[config.mk]
export PLATFORM = sky130hd
export DESIGN_NAME = rtc_irq_flags
export DESIGN_NICKNAME = d
export VERILOG_FILES = /design/src/rtl/rtcif_pkg.sv /design/src/rtl/rtcif_rate_gen.sv /design/src/rtl/rtcif_upd_gate.sv /design/src/rtl/rtcif_flags.sv /design/src/rtl/rtc_irq_flags.sv
export SDC_FILE = /design/constraint.sdc
export NUM_CORES = 1
export LEC_CHECK = 0
export ABC_AREA = 1
export BUFFER_PORTS_ARGS = -buffer_cell sky130_fd_sc_hd__buf_2
export CELL_PAD_IN_SITES_DETAIL_PLACEMENT = 1
export CELL_PAD_IN_SITES_GLOBAL_PLACEMENT = 2
export CORE_ASPECT_RATIO = 1.5
export CORE_MARGIN = 10
export CORE_UTILIZATION = 36
export DETAILED_ROUTE_END_ITERATION = 10
export PLACE_DENSITY_LB_ADDON = 0.1
export SLEW_MARGIN = 5
export SYNTH_ARGS = -nofsm -noshare
export SYNTH_HDL_FRONTEND = slang
export SYNTH_HIERARCHICAL = 1
export SYNTH_SLANG_ARGS = --single-unit
[constraint.sdc]
create_clock -name clk -period 6.6 [get_ports clk]
set_input_delay 0.33 -clock clk [delete_from_list [all_inputs] [get_ports clk]]
set_output_delay 0.33 -clock clk [all_outputs]
set_load 0.03 [all_outputs]
[src/rtl/rtcif_pkg.sv]
package rtcif_pkg;
  localparam int DATA_W = 8;
  localparam logic [1:0] ADR_RATE = 2'd0;
  localparam logic [1:0] ADR_CTRL = 2'd1;
  localparam logic [1:0] ADR_FLAG = 2'd2;
  localparam logic [1:0] ADR_STAT = 2'd3;
  localparam int BIT_BUSY = 7;
  localparam int BIT_SET  = 7;
  localparam int BIT_PEN  = 6;
  localparam int BIT_UEN  = 4;
  localparam int BIT_MST  = 7;
  localparam int BIT_PFL  = 6;
  localparam int BIT_UFL  = 4;
  localparam logic [DATA_W-1:0] STAT_VALUE = 8'h80;
endpackage

[src/rtl/rtcif_rate_gen.sv]
module rtcif_rate_gen #(
  parameter int RATE_W = 4,
  parameter int CNT_W  = (1 << RATE_W) - 1
) (
  input  logic              clk,
  input  logic              rst,
  input  logic              restart,
  input  logic              pre_tick,
  input  logic [RATE_W-1:0] rate_sel,
  output logic              tick
);
  localparam logic [CNT_W-1:0] ONE = 1;

  logic [CNT_W-1:0] cnt_q;
  logic [CNT_W-1:0] target;
  logic             active;

  always_comb begin
    active = (rate_sel != '0);
    target = (ONE << (rate_sel - 1'b1)) - ONE;
    tick   = active && !restart && pre_tick && (cnt_q == target);
  end

  always_ff @(posedge clk) begin
    if (rst || restart || !active) begin
      cnt_q <= '0;
    end else if (pre_tick) begin
      if (cnt_q == target) cnt_q <= '0;
      else                 cnt_q <= cnt_q + ONE;
    end
  end

  // the divider count stays inside the selected period
  a_r6_cnt_bound: assert property (@(posedge clk) disable iff (rst)
    active |-> (cnt_q <= target));

  // a zero rate keeps the divider parked at zero
  a_r10_idle_parked: assert property (@(posedge clk) disable iff (rst)
    !active |=> (cnt_q == '0));
endmodule

[src/rtl/rtcif_upd_gate.sv]
module rtcif_upd_gate (
  input  logic sec_tick,
  input  logic set_bit,
  input  logic uen_bit,
  output logic upd_evt,
  output logic upd_req
);
  always_comb begin
    upd_evt = sec_tick && !set_bit;
    upd_req = upd_evt && uen_bit;
  end
endmodule

[src/rtl/rtcif_flags.sv]
module rtcif_flags
  import rtcif_pkg::*;
(
  input  logic              clk,
  input  logic              rst,
  input  logic              clr,
  input  logic              per_evt,
  input  logic              per_req,
  input  logic              upd_evt,
  input  logic              upd_req,
  output logic [DATA_W-1:0] flags,
  output logic              irq
);
  logic [DATA_W-1:0] flags_q;
  logic [DATA_W-1:0] base;
  logic [DATA_W-1:0] nxt;
  logic              irq_q;

  always_comb begin
    base = clr ? '0 : flags_q;
    nxt  = base;
    if (per_evt) nxt[BIT_PFL] = 1'b1;
    if (upd_evt) nxt[BIT_UFL] = 1'b1;
    if (per_req || upd_req) nxt[BIT_MST] = 1'b1;
  end

  always_ff @(posedge clk) begin
    if (rst) begin
      flags_q <= '0;
      irq_q   <= 1'b0;
    end else begin
      flags_q <= nxt;
      irq_q   <= nxt[BIT_MST];
    end
  end

  assign flags = flags_q;
  assign irq   = irq_q;

  // a read with no fresh event leaves everything clear
  a_r8_read_clears: assert property (@(posedge clk) disable iff (rst)
    (clr && !per_evt && !upd_evt) |=> (flags_q == '0 && !irq_q));

  // an event coinciding with a read survives the clear
  a_r9_event_survives: assert property (@(posedge clk) disable iff (rst)
    (clr && upd_evt) |=> flags_q[BIT_UFL]);
endmodule

[src/rtl/rtc_irq_flags.sv]
module rtc_irq_flags
  import rtcif_pkg::*;
#(
  parameter int RATE_W = 4
) (
  input  logic              clk,
  input  logic              rst,
  input  logic [1:0]        addr,
  input  logic              wr_en,
  input  logic [DATA_W-1:0] wr_data,
  input  logic              rd_en,
  output logic [DATA_W-1:0] rd_data,
  input  logic              sec_tick,
  input  logic              pre_tick,
  output logic              irq
);
  localparam int CNT_W = (1 << RATE_W) - 1;

  logic [DATA_W-1:0] reg_rate_q;
  logic [DATA_W-1:0] reg_ctrl_q;
  logic [DATA_W-1:0] rd_q;
  logic [DATA_W-1:0] flags;
  logic              wr_rate, wr_ctrl, rd_flag;
  logic              per_evt, per_req, upd_evt, upd_req;
  logic [DATA_W-1:0] rd_mux;

  always_comb begin
    wr_rate = wr_en && (addr == ADR_RATE);
    wr_ctrl = wr_en && (addr == ADR_CTRL);
    rd_flag = rd_en && (addr == ADR_FLAG);
    per_req = per_evt && reg_ctrl_q[BIT_PEN];
    unique case (addr)
      ADR_RATE: rd_mux = reg_rate_q;
      ADR_CTRL: rd_mux = reg_ctrl_q;
      ADR_FLAG: rd_mux = flags;
      default:  rd_mux = STAT_VALUE;
    endcase
  end

  always_ff @(posedge clk) begin
    if (rst) begin
      reg_rate_q <= '0;
      reg_ctrl_q <= '0;
      rd_q       <= '0;
    end else begin
      if (wr_rate) reg_rate_q <= {reg_rate_q[BIT_BUSY], wr_data[BIT_BUSY-1:0]};
      if (wr_ctrl) reg_ctrl_q <= wr_data;
      if (rd_en)   rd_q <= rd_mux;
    end
  end

  rtcif_rate_gen #(.RATE_W(RATE_W), .CNT_W(CNT_W)) u_rate (
    .clk      (clk),
    .rst      (rst),
    .restart  (wr_rate || wr_ctrl),
    .pre_tick (pre_tick),
    .rate_sel (reg_rate_q[RATE_W-1:0]),
    .tick     (per_evt)
  );

  rtcif_upd_gate u_upd (
    .sec_tick (sec_tick),
    .set_bit  (reg_ctrl_q[BIT_SET]),
    .uen_bit  (reg_ctrl_q[BIT_UEN]),
    .upd_evt  (upd_evt),
    .upd_req  (upd_req)
  );

  rtcif_flags u_flags (
    .clk     (clk),
    .rst     (rst),
    .clr     (rd_flag),
    .per_evt (per_evt),
    .per_req (per_req),
    .upd_evt (upd_evt),
    .upd_req (upd_req),
    .flags   (flags),
    .irq     (irq)
  );

  assign rd_data = rd_q;

  // the busy bit is not changed by a write
  a_r2_busy_kept: assert property (@(posedge clk) disable iff (rst)
    wr_rate |=> $stable(reg_rate_q[BIT_BUSY]));

  // an enabled update event raises the interrupt line
  a_r4_upd_irq: assert property (@(posedge clk) disable iff (rst)
    (sec_tick && !reg_ctrl_q[BIT_SET] && reg_ctrl_q[BIT_UEN]) |=> irq);

  // with SET high a second strobe cannot create the update flag
  a_r5_set_masks: assert property (@(posedge clk) disable iff (rst)
    (sec_tick && reg_ctrl_q[BIT_SET] && !flags[BIT_UFL]) |=> !flags[BIT_UFL]);

  // an enabled periodic event raises the interrupt line
  a_r7_per_irq: assert property (@(posedge clk) disable iff (rst)
    (per_evt && reg_ctrl_q[BIT_PEN]) |=> irq);

  // bus writes to the flag register change nothing
  a_r11_flag_wr_ignored: assert property (@(posedge clk) disable iff (rst)
    (wr_en && addr == ADR_FLAG && !rd_en && !per_evt && !upd_evt) |=> $stable(flags));
endmodule

Word-level counts from Yosys, hierarchy flattened
Cells that the tools add are included.
W data, S select, Z words.
{"block": "op_classes", "shifts": 1, "mux": 6, "n_addsub": 3, "n_reduce_logical": 21, "eq_ne": 3}
{"cell": "$pmux W8 S3", "n": 1}
{"cell": "$add A15 B1 Y15 const B", "n": 1}
{"cell": "$eq A15 B15 Y1", "n": 1}
{"cell": "$mux W15", "n": 1}
{"cell": "$shl A1 B4 Y15 const A", "n": 1}
{"cell": "$sub A15 B1 Y15 const B", "n": 1}
{"cell": "$logic_and A1 B1 Y1", "n": 9}
{"cell": "$mux W8", "n": 1}
{"cell": "$reduce_bool A2 Y1", "n": 3}
{"cell": "$logic_or A1 B1 Y1", "n": 4}
{"cell": "$reduce_bool A4 Y1", "n": 1}
{"cell": "$sub A4 B1 Y4 const B", "n": 1}
{"cell": "$logic_not A1 Y1", "n": 3}
{"cell": "$mux W1", "n": 3}
{"cell": "$eq A2 B1 Y1 const B", "n": 1}
{"cell": "$eq A2 B2 Y1 const B", "n": 1}
{"cell": "$logic_not A2 Y1", "n": 1}
{"block": "word_totals", "input_bits": 16, "out_inout_bits": 9, "ff_bits": 41, "wordCells": 41}

Depth between registers and ports, before layout
{"block": "logic_depth", "ltp_word": 10, "ltp_mapped": 18}

By module
The synthesis kept the hierarchy.
{"mod": "rtcif_rate_gen", "n_inst": 1, "area_per_inst_um2": 1447.6, "cells_each": 223}
{"mod": "rtc_irq_flags", "n_inst": 1, "area_per_inst_um2": 1026.0, "cells_each": 139}
{"mod": "rtcif_flags", "n_inst": 1, "area_per_inst_um2": 150.1, "cells_each": 20}
{"mod": "rtcif_upd_gate", "n_inst": 1, "area_per_inst_um2": 23.8, "cells_each": 5}

Least setup slack after synthesis
Ideal clock, no wire load.
{"block": "synth_path", "path_type": "register to register", "startpoint": "register reg_rate_q[0]", "endpoint": "register u_flags.flags_q[7] (netlist: u_flags/flags[7])", "path_stages_with_launch": 19, "path_slack_ns": 4.260, "t_arrival_ns": 2.270, "synth_period_minus_slack_ns": 2.340, "setup_time_ns": 0.070, "path_cell_list": "dfxtp_1 > inv_2 > nor2_4 > nand2_2 > ha_1 > inv_1 > nand3_1 > nand2_1 > xor2_1 > nand2_1 > nor2_1 > nand2_1 > nor2_2 > nand3_2 > nor3_1 > nand2_1 > inv_1 > nor2_1 > a21oi_1"}
{"block": "synth_via", "elab_chain_cells": 8}
{"item": "start: declaration", "line": "rtc_irq_flags.sv:19", "rtl": "logic [DATA_W-1:0] reg_rate_q;"}
{"item": "start signal: assignment", "line": "rtc_irq_flags.sv:46", "rtl": "if (wr_rate) reg_rate_q <= {reg_rate_q[BIT_BUSY], wr_data[BIT_BUSY-1:0]};"}
{"item": "$sub A4 B1 Y4", "line": "rtcif_rate_gen.sv:20", "rtl": "target = (ONE << (rate_sel - 1'b1)) - ONE;"}
{"item": "$shl A1 B4 Y15", "line": "rtcif_rate_gen.sv:20"}
{"item": "$sub A15 B1 Y15", "line": "rtcif_rate_gen.sv:20"}
{"item": "$eq A15 B15 Y1", "line": "rtcif_rate_gen.sv:21", "rtl": "tick = active && !restart && pre_tick && (cnt_q == target);"}
{"item": "$logic_and A1 B1 Y1 *", "line": "rtcif_rate_gen.sv:21"}
{"item": "via per_evt", "line": "rtc_irq_flags.sv:24", "rtl": "logic per_evt, per_req, upd_evt, upd_req;"}
{"item": "$logic_and A1 B1 Y1 *", "line": "rtc_irq_flags.sv:31", "rtl": "per_req = per_evt && reg_ctrl_q[BIT_PEN];"}
{"item": "via per_req", "line": "rtc_irq_flags.sv:24"}
{"item": "$logic_or A1 B1 Y1 *", "line": "rtcif_flags.sv:24", "rtl": "if (per_req || upd_req) nxt[BIT_MST] = 1'b1;"}
{"item": "$mux W1 / $reduce_bool A2 Y1 (equally long branches)"}
{"item": "end signal: assignment", "line": "rtcif_flags.sv:32", "rtl": "flags_q <= nxt;"}
{"item": "end: declaration", "line": "rtcif_flags.sv:14", "rtl": "logic [DATA_W-1:0] flags_q;"}
Mark *: on every way through the listed nets, which the timed path passes. The rest lies on a longest branch.
A chain may end at the register's enable or synchronous reset.

Worst setup path in the final report
Ends and elaborated chain as after synthesis.

==> flow_metrics.tcl <==
set metrics [dict create \
    status "complete, no violations" \
    cts.root.buffer_cell "clkbuf_8" \
    ant_nets 0 \
    layout_min_cycle_time_ns 2.66 \
    ys.flop_type "dfxtp_1" \
    fillers 934 \
    core_area_mm2 0.00718 \
    clkTransAtPathRegs_ns 0.09 \
    power_density_mw_per_mm2 185 \
    gp_congestion 0.895 \
    min_path_type "in2reg" \
    layout_setup_ws_ns 3.94 \
    synth.most_common_cell "nand2_1" \
    fp.dieArea_mm2 0.0113 \
    crit_family "simple AND/OR/NAND/NOR gates" \
    chipWidth_um 90.0 \
    drtIter0Drc 92 \
    row_count 38 \
    tightest_slew_ns 0.498 \
    diodes 0 \
    synth_top_area_share_pct 31.0 \
    leakage_nw 1.17 \
    grtUsageMet2_pct 27.3 \
    cap_viol_max_count 0 \
    grt_pass1_wl_um 12300 \
    cp.required_ns 6.85 \
    htreeDepth 2 \
    die_h_um 125 \
    cp_num_buf_inv 2 \
    yosys_register_bits 41 \
    slew_headroom_pct 66.7 \
    fin_crit_sh_pct 40.3 \
    postCtsHoldBufs 0 \
    io_buffers 24 \
    ir_worst_vdd_mv 0.0914 \
    crit_chain "inv_2 -> nor2_4 -> nand2_2 -> ha_1 -> xor2_1 -> nand3_1 -> nor2_1 -> nand2_1 -> nor2_1 -> nand3_2 -> nor2_4 -> nand3_2 -> nor3_1 -> nand2_1 -> inv_1 -> nor2_1 -> a21oi_1" \
    final.setup.tns_ns 0 \
    clk_latency_ns 0.31 \
    syn2layout_area_growth_pct 8.51 \
    postCtsSetupRepairBufs 0 \
    syn_avg_cell_area_um2 6.84 \
    layout-drive-gt1-share_pct 19.8 \
    grt_pass1_vias 2524 \
    critPathSlowestCell "dfxtp_1" \
    path_common_cell "nor2_1" \
    grt-ovfl-total 0 \
    drt-total-wl_um 7600 \
    crit_path_max_fanout 8 \
    rsz0062_at_grt "false" \
    fmax_mhz 376 \
    grt_util_met3_pct 2.63 \
    ys_async_sr_fraction_pct 0 \
    io_pins 25 \
    path_class "reg2reg" \
    cts_sinks 41 \
    busiest_layer "met2" \
    finClkSkew_ns 0.0116 \
    drc_errors 0 \
    gr-usage-met1_pct 12.7 \
    synthTopCellsByCount "nand2_1 (86), nand3_1 (45), dfxtp_1 (41)" \
    antenna_found_initial 0 \
    cts_tree "yes" \
    synth_edf_count 0 \
    hold_viol_final 0 \
    nets 426 \
    place_ws_ns 3.92 \
    synth_top_cell_by_area "dfxtp_1" \
    ys_warn_count 6 \
    synth.cell_area_mm2 0.00265 \
    yosysSeqAreaShare_pct 31.0 \
    ys_types 31 \
    dp_hpwl_um 6160 \
    post_drt_wl_per_cell_um 14.9 \
    setup_viol 0 \
    dr.pass1.iters 4 \
    grt.total_usage_pct 13.5 \
    numCtsBuffers 5 \
    yosys-top-cells-area "dfxtp_1 (31%), nand2_1 (12%), nand3_1 (8.5%)" \
    start_kind "flip-flop" \
    arrival_ns 2.91 \
    clock_path_buffers 2 \
    crit_path_end_kind "flip-flop" \
    viasPerCell 4.87 \
    cts_resized 0 \
    start_util_pct 36.9 \
    vias 2480 \
    grt_max_degree 18 \
    cp_slowest_stage_delay_ns 0.58 \
    synth_cells 387 \
    maxSlewViolCount 0 \
]
[cells by family (layout without fill, tap and decap cells)]
| group | after synthesis | in the layout | share of synthesized area (%) |
|---|---|---|---|
| simple gates | 211 | 211 | 40.7 |
| buf+inv | 68 | 86 | 12.5 |
| compound gates | 47 | 47 | 9.07 |
| flops | 41 | 41 | 31.0 |
| xor+xnor | 17 | 17 | 5.62 |
| fa+ha+maj | 2 | 2 | 0.945 |
| other cells | 1 | 5 | 0.142 |
[cell usage in the layout, fill, tap and decap left out, types with 4 or more instances in the layout]
cell type	count
inv_2	10
clkbuf_8	5
nand2_4	4
buf_2	24
nor2_4	16
nand3_1	45
a21oi_1	19
conb_1	5
xor2_1	15
nand2_1	86
o21ai_1	14
nor3_1	7
dfxtp_1	41
o21ai_0	12
nand3_2	5
nand2_2	9
inv_1	39
nor2_1	32
[state kept, by name (all words and copies together), names as in the netlist]
signal	cells
rd_data	8
reg_ctrl_q	8
reg_rate_q	7
u_flags/flags	3
u_rate/cnt_q	15
[through the flow]
stage	hold slack (ns)	instance area, um^2	power, mW	util, %	cells
5_1_grt	0.290	2870	0.564	40.0	509
6_report	0.271	2870	0.532	40.0	509
3_3_place_gp	0.440	2790	0.368	38.8	501
4_1_cts	0.265	2870	0.543	40.0	509
3_5_place_dp	0.448	2790	0.369	38.8	501
2_1_floorplan	0.399	2660	0.345	-	391
[cell type report]
| cell class | instances | area, um^2 | share of cell area (%) |
|---|---|---|---|
| Tap cell | 100 | 125 | 4.36 |
| Timing Repair Buffer | 24 | 120 | 4.18 |
| Inverter | 54 | 211 | 7.36 |
| Sequential cell | 41 | 821 | 28.6 |
| Clock buffer | 7 | 76.3 | 2.66 |
| Clock inverter | 1 | 7.51 | 0.261 |
| Multi-Input combinational cell | 282 | 1510 | 52.6 |
[worst reg2reg max path, delay by kind of cell, from the launching register on]
kind	cells	cell delay, ns
AO/OA/AOI/OAI	1	0.12
flip-flops	1	0.58
AND/OR/NAND/NOR	12	1.28
adder cells (fa/ha/maj)	1	0.31
XOR/XNOR	1	0.15
buffers and inverters	2	0.17
[path summary, 6_finish.rpt]
| kind | to | cells after the start | slack [ns] | start |
|---|---|---|---|---|
| setup / recovery | u_flags/flags[7]$_SDFFE_PP0P_ | 17 | 3.94 | reg_rate_q[0]$_SDFFE_PP0P_ |
| hold / removal | reg_rate_q[4]$_SDFFE_PP0P_ | 3 | 0.27 | wr_data[4] |
| setup reg to reg | u_flags/flags[7]$_SDFFE_PP0P_ | 17 | 3.94 | reg_rate_q[0]$_SDFFE_PP0P_ |
| hold reg to reg | reg_ctrl_q[5]$_SDFFE_PP0P_ | 2 | 0.46 | reg_ctrl_q[5]$_SDFFE_PP0P_ |
[per-layer routing]
metal | part of all wire (%) | routed length, um
met1 | 37 | 2840
met2 | 58 | 4380
met3 | 2.6 | 194
met4 | 2.5 | 190
met5 | 0 | 0
[power breakdown]
group	switching, mW	total (mW)	leakage, nW	internal (mW)
Combinational	0.0675	0.0973	0.797	0.0299
Clock	0.0965	0.172	0.0385	0.0750
Sequential	0.00860	0.264	0.333	0.255
Total	0.173	0.532	1.17	0.360
(Power assumes the default switching activity.)
